$ cat src/rtl/tpb_pkg.sv
package tpb_pkg;
  // number of flops that resynchronise an incoming toggle wire
  localparam int unsigned SYNC_DEPTH = 2;
  // a handshake phase is one bit; a mismatch between two phases is an open event
  typedef logic phase_t;

  function automatic logic open_event(input phase_t req_ph, input phase_t ack_ph);
    return req_ph != ack_ph;
  endfunction
endpackage

$ cat src/rtl/tpb_toggle_filter.sv
module tpb_toggle_filter
  import tpb_pkg::*;
#(
  parameter int unsigned DEPTH = SYNC_DEPTH
) (
  input  logic clk,
  input  logic rst,
  input  logic raw_in,
  output phase_t level_out
);
  localparam int unsigned MSB = DEPTH - 1;

  logic [MSB:0] sync_q;
  logic         hist_q;

  always_ff @(posedge clk) begin
    if (rst) begin
      sync_q    <= '0;
      hist_q    <= 1'b0;
      level_out <= 1'b0;
    end else begin
      sync_q <= {sync_q[MSB-1:0], raw_in};
      hist_q <= sync_q[MSB];
      // accept the new level only when two successive samples agree
      if (sync_q[MSB] == hist_q) level_out <= hist_q;
    end
  end

  // any change of the filtered level is backed by two equal samples
  assert_filter_two_samples_R6: assert property (@(posedge clk) disable iff (rst)
    !$stable(level_out) |-> (level_out == $past(sync_q[MSB], 1)) && (level_out == $past(sync_q[MSB], 2)));
endmodule

$ cat src/rtl/tpb_stage.sv
module tpb_stage
  import tpb_pkg::*;
#(
  parameter int unsigned DATA_W = 8
) (
  input  logic              clk,
  input  logic              rst,
  input  phase_t            in_req,
  input  logic [DATA_W-1:0] in_data,
  output phase_t            ack_out,
  output phase_t            req_out,
  output logic [DATA_W-1:0] out_data,
  input  phase_t            ack_in
);
  logic full;
  logic take;

  assign full = open_event(req_out, ack_in);
  assign take = !full && open_event(in_req, ack_out);

  always_ff @(posedge clk) begin
    if (rst) begin
      ack_out  <= 1'b0;
      req_out  <= 1'b0;
      out_data <= '0;
    end else if (take) begin
      out_data <= in_data;
      ack_out  <= ~ack_out;
      req_out  <= ~req_out;
    end
  end

  // a held word is not overwritten while it is still offered
  assert_hold_word_R4: assert property (@(posedge clk) disable iff (rst)
    (req_out != ack_in) |=> $stable(out_data));

  // acknowledge only moves in answer to an open incoming request
  assert_ack_answers_req_R2: assert property (@(posedge clk) disable iff (rst)
    !$stable(ack_out) |-> $past(in_req != ack_out));

  // a new offer downstream is made only after the previous one was answered
  assert_one_offer_R3: assert property (@(posedge clk) disable iff (rst)
    !$stable(req_out) |-> $past(req_out == ack_in));
endmodule

$ cat src/rtl/tpb_pipe.sv
module tpb_pipe
  import tpb_pkg::*;
#(
  parameter int unsigned DATA_W = 8,
  parameter int unsigned STAGES = 3
) (
  input  logic              clk,
  input  logic              rst,
  input  logic [DATA_W-1:0] up_data,
  input  logic              up_req,
  output logic              up_ack,
  output logic [DATA_W-1:0] down_data,
  output logic              down_req,
  input  logic              down_ack
);
  localparam int unsigned OCC_W = $clog2(STAGES + 2);

  phase_t            up_req_f;
  phase_t            down_ack_f;
  phase_t            req_chain [STAGES+1];
  phase_t            ack_chain [STAGES+1];
  logic [DATA_W-1:0] data_chain [STAGES+1];

  tpb_toggle_filter #(.DEPTH(SYNC_DEPTH)) u_req_filt (
    .clk(clk), .rst(rst), .raw_in(up_req), .level_out(up_req_f)
  );

  tpb_toggle_filter #(.DEPTH(SYNC_DEPTH)) u_ack_filt (
    .clk(clk), .rst(rst), .raw_in(down_ack), .level_out(down_ack_f)
  );

  assign req_chain[0]       = up_req_f;
  assign data_chain[0]      = up_data;
  assign ack_chain[STAGES]  = down_ack_f;

  for (genvar g = 0; g < STAGES; g++) begin : g_stage
    tpb_stage #(.DATA_W(DATA_W)) u_stage (
      .clk     (clk),
      .rst     (rst),
      .in_req  (req_chain[g]),
      .in_data (data_chain[g]),
      .ack_out (ack_chain[g]),
      .req_out (req_chain[g+1]),
      .out_data(data_chain[g+1]),
      .ack_in  (ack_chain[g+1])
    );
  end

  assign up_ack    = ack_chain[0];
  assign down_req  = req_chain[STAGES];
  assign down_data = data_chain[STAGES];

  // occupancy tracked from boundary events, used only by the assertion below
  logic [OCC_W-1:0] occ_q;
  logic             up_ack_d, dack_d;

  always_ff @(posedge clk) begin
    if (rst) begin
      occ_q    <= '0;
      up_ack_d <= 1'b0;
      dack_d   <= 1'b0;
    end else begin
      up_ack_d <= up_ack;
      dack_d   <= down_ack_f;
      occ_q    <= occ_q + OCC_W'(up_ack != up_ack_d) - OCC_W'(down_ack_f != dack_d);
    end
  end

  // never more words inside than there are stages
  assert_occupancy_R5: assert property (@(posedge clk) disable iff (rst)
    occ_q <= OCC_W'(STAGES));

  // outputs idle while reset is held
  assert_reset_idle_R1: assert property (@(posedge clk)
    $past(rst) |-> (!up_ack && !down_req && down_data == '0));
endmodule

$ cat config.mk
export PLATFORM = sky130hd
export DESIGN_NAME = tpb_pipe
export DESIGN_NICKNAME = d
export VERILOG_FILES = /design/src/rtl/tpb_pkg.sv /design/src/rtl/tpb_toggle_filter.sv /design/src/rtl/tpb_stage.sv /design/src/rtl/tpb_pipe.sv
export SDC_FILE = /design/constraint.sdc
export NUM_CORES = 1
export LEC_CHECK = 0
export BUFFER_PORTS_ARGS = -buffer_cell sky130_fd_sc_hd__buf_2
export CORE_MARGIN = 2
export CORE_UTILIZATION = 50
export CTS_CLUSTER_DIAMETER = 40
export DETAILED_ROUTE_END_ITERATION = 16
export GPL_TIMING_DRIVEN = 1
export PLACE_DENSITY = 0.71
export RECOVER_POWER = 25
export SLEW_MARGIN = 40
export SYNTH_ARGS = -nofsm -noshare
export SYNTH_HDL_FRONTEND = slang
export SYNTH_SLANG_ARGS = --single-unit
$ cat constraint.sdc
create_clock -name clk -period 2.46 [get_ports clk]
set_input_delay 0.123 -clock clk [delete_from_list [all_inputs] [get_ports clk]]
set_output_delay 0.123 -clock clk [all_outputs]
set_load 0.02 [all_outputs]
# --- Word-level counts from Yosys, hierarchy flattened ---
# Cells that the tools add are included.
# W data, S select, Z words.
word_totals:
  reg_bits: 38
  out_inout_bits: 10
  wordCells: 33
op_classes:
  eq_ne: 6
  n_bitwise: 6
  reduce_logical: 6
ops:
  columns: ["operator", "n"]
  rows:
  - ["$not A1 Y1", 6]
  - ["$ne A1 B1 Y1", 4]
  - ["$logic_and A1 B1 Y1", 3]
  - ["$logic_not A1 Y1", 3]
  - ["$eq A1 B1 Y1", 2]

# --- Longest topological paths before layout ---
depth:
  depth_word: 3
  mapped_depth: 4
  depth_no_buf: 3

# --- Hierarchy ---
# From an unflattened synthesis, not the netlist that was laid out.
hier_totals:
  hier_cells: 152
  area_unflattened_um2: 1625.3
by_module_without_submodules:
  columns: ["module", "instances", "cells_each", "area_each_um2", "seq_area_each_um2"]
  rows:
  - ["tpb_stage", 3, 44, 466.7, 200.2]
  - ["tpb_toggle_filter", 2, 10, 112.6, 80.1]

# --- Least setup slack after synthesis ---
# OpenSTA, ideal clock, no wires.
synth_timing:
  path_kind: "register to register"
  startpoint: "register g_stage[0].u_stage.ack_out"
  endpoint: "register g_stage[0].u_stage.out_data[0]"
  setup_time_ps: 72
  arrival_ps: 1157
  t_required_ps: 2388
  slack_ps: 1231
  stages_incl_launch_ff: 5
  n_path_buf: 1
  synth_period_minus_slack_ps: 1229
  cell_sequence: "dfxtp_1 xor2_1 nor2b_1 buf_4 mux2i_1"
synth_between:
  elab_chain_len: 2
synth_rtl:
  columns: ["element", "line_no", "rtl"]
  rows:
  - ["from (decl)", "tpb_stage.sv:10", "output phase_t ack_out,"]
  - ["from (signal assigned)", "tpb_stage.sv:28", "ack_out <= ~ack_out;"]
  - ["$ne A1 B1 Y1", "tpb_pkg.sv:8", "return req_ph != ack_ph;"]
  - ["$logic_and A1 B1 Y1", "tpb_stage.sv:19", "assign take = !full && open_event(in_req, ack_out);"]
  - ["to (signal assigned)", "tpb_stage.sv:27", "out_data <= in_data;"]
  - ["to (decl)", "tpb_stage.sv:12", "output logic [DATA_W-1:0] out_data,"]
# No other way between the ends.
# A chain may end at the register's enable or synchronous reset.

# --- Final worst setup path ---
layout_timing:
  startpoint: "register g_stage[1].u_stage.ack_out"
  endpoint: "register g_stage[1].u_stage.out_data[1]"
layout_between:
  elab_chain_len: 2
layout_rtl:
  columns: ["element", "line_no"]
  rows:
  - ["from (decl)", "tpb_stage.sv:10"]
  - ["from (signal assigned)", "tpb_stage.sv:28"]
  - ["$ne A1 B1 Y1", "tpb_pkg.sv:8"]
  - ["$logic_and A1 B1 Y1", "tpb_stage.sv:19"]
  - ["to (signal assigned)", "tpb_stage.sv:27"]
  - ["to (decl)", "tpb_stage.sv:12"]
# No other way between the ends.

==> impl_results.md <==
- Status: finished, final reports clean
- RSZ-0062 raised after global routing: false
- Critical path class: flip-flop to flip-flop
- Count leader, synth: dfxtp_1
- CP endpoint: g_stage[1].u_stage.out_data[1]
- Cell Area, Synth: 1520 um2
- Avg Inst Size Synth: 10.7 um2
- GRT overflow: 0
- Final HPWL DP: 1560 um
- Final GP Congestion: 0.717
- Die ar.: 3500 um2
- Worst Setup SP: g_stage[1].u_stage.ack_out
- Vias in the first global route: 877
- R2r endpoint: g_stage[1].u_stage.out_data[1]
- PwrDens: 584 nW/um2
- Slew HR: 0.614
- Post-place setup slack: 965 ps
- R2R setup slack: 970 ps
- Placed inst area: 1570 um2
- 1st-pass router iterations: 2
- Worst EP arrival: 1750 ps
- Final Hold Viols: 0
- R2R cell count: 3
- Post-route cell area: 1630 um2
- Clock sink count: 38
- Total track usage: 0.149
- Max cap viols: 0
- IO buf count: 21
- Mapped Cells: 142
- Die Width: 59.2 um
- Total CTS buffers: 5
- Vias: 937
- Post-synth top flop: dfxtp_1
- Peak fanout along the critical path: 8
- Residual DRC count: 0
- Hold Crit Class: input port to flip-flop
- CTS tree: built
- Initial antenna violation count: 0
- Area contributors post-synth: dfxtp_1, mux2i_1, nand2b_1
- Core ar.: 2980 um2
- CP endpoint kind: flip-flop
- Post-CTS resize count: 0
- Sequential share of the synthesized area: 0.500
- # IOs: 22
- Root buffer cell: clkbuf_4
- Layout area overhead: 7.31%
- Yosys top cell area share: 0.500
- Synth Warn #: 0
- Tightest Pin Transition: 579 ps
- Clk_skew: 2.75 ps
- Post-synth EDFFs: 0
- DR WL met2: 1150 um
- Clk Latency, worst-skew pair: 330 ps
- Synth cell count leaders: dfxtp_1, nand2b_1, mux2i_1, buf_4, nor2b_1
- Yosys reg bits: 38
- Critical Path RT: 2720 ps
- Die outline height: 59.2 um
- Vias per cell: 4.93
- Met1 wire length: 921 um
- CTS max path bufs: 2
- Diode count: 0
- DRT Wirelength: 2210 um
- Wire per inst: 11.6 um
- Cell variety after synth: 17
- # setup viols final: 0
- Max IR drop VDD: 348 uV
- Max layer used: met4
- FP Rows: 20
- Syn nets: 154
- CTS clk-pin slew, worst paths: 100 ps
- Final nets: 169
- Pins Over Slew Limit: 0
- First-pass GRT wire length: 3810 um
- Htree depth: 2
- Final Cycle Share: 0.605
- Crit start category: flip-flop
- WL met3: 89 um
- # Post-CTS Setup Buffers: 0
- Largest net degree at the start of global routing: 47
- Final worst slack: 972 ps
- Initial DRC count: 19
- Initial Util: 0.511
- Setup Total Neg Slack: 0 ps
- Async S/R FF share, synth: 0
- LEAKAGE: 0.643 nW
- Post-cts hold buffer count: 2
- Reg-to-Reg Start: g_stage[1].u_stage.ack_out
- Remaining antenna violation count: 0
- Final min period: 1490 ps
- Share of post-route cells with drive strength above 1: 0.166
- Peak Freq: 672 MHz
- Cell taking the most area after synthesis: dfxtp_1
## critical path, stage by stage, from the launching register on
cell     delay, ps
dfxtp_1        400
xor2_2         250
nor2b_2        520
mux2i_1        250
## kinds of logic (layout without fill, tap and decap cells)
kind of cell / count (synthesis) / count (layout) / synth area share
XOR/XNOR: 4 / 4 / 0.0329
buffers and inverters: 16 / 31 / 0.0674
multiplexers: 27 / 27 / 0.177
AO/OA/AOI/OAI: 7 / 7 / 0.0279
AND/OR/NAND/NOR: 50 / 50 / 0.195
flip-flops: 38 / 38 / 0.500
## layer usage
metal  vias to the layer above  track usage
met5                         -            0
met4                         0       0.0682
met3                         5       0.0655
met2                        12        0.242
met1                       442        0.169
li1                        478            -
## registers in the layout (all words and copies together), names as in the netlist
register	cells
g_stage.u_stage.out_data	24
u_ack_filt.sync_q	2
g_stage.u_stage.ack_out	3
u_req_filt.sync_q	2
u_ack_filt.hist_q	1
g_stage.u_stage.req_out	3
u_req_filt.hist_q	1
u_ack_filt.level_out	1
u_req_filt.level_out	1
## area by class of cell
class | count | area [um2]
Timing Repair Buffer | 24 | 128
Multi-Input combinational cell | 88 | 659
Fill cell | 275 | 1340
Clock buffer | 7 | 45.0
Tap cell | 33 | 41.3
Sequential cell | 38 | 761
## through the flow
step / cells / utilization / hold WS, ps / total power, mW
CTS: 190 / 0.550 / 22.4 / 0.973
finish: 190 / 0.549 / 35.3 / 0.954
detailed placement: 181 / 0.529 / 342 / 0.678
global route: 190 / 0.549 / 25.4 / 1.00
global placement: 181 / 0.529 / 330 / 0.676
floorplan: 142 / - / 251 / 0.666
## report_power, final
part	internal [mW]	switching, mW
clock	0.108	0.181
combinational	0.0240	0.0181
sequential	0.620	0.00247
total	0.752	0.202
## how the worst min path moves through the flow
| stage | endpoint | depth (start not counted) | startpoint | slack (ps) |
|---|---|---|---|---|
| CTS | g_stage[0].u_stage.out_data[4] | 3 | up_data[4] | 20 |
| detailed placement | u_ack_filt.sync_q[0] | 2 | down_ack | 340 |
| finish | g_stage[0].u_stage.out_data[4] | 3 | up_data[4] | 40 |
| global placement | u_ack_filt.sync_q[0] | 2 | down_ack | 330 |
| global route | g_stage[0].u_stage.out_data[0] | 3 | up_data[0] | 30 |
| floorplan | u_ack_filt.sync_q[0] | 1 | down_ack | 250 |
## cells in the final DEF, fill, tap and decap left out
master,instances
dfxtp_1,38
nand2b_1,33
mux2i_1,27
buf_2,17
nor2b_1,7
nor2_1,6
clkbuf_1,6
clkbuf_4,5
a211oi_1,3
xor2_2,2
o21ai_0,2
nand2_1,2
a21oi_1,2
xor2_1,2
dlygate4sd3_1,2
nor2b_2,1
and2b_1,1
buf_4,1
Power figures use the tool's default switching activity.
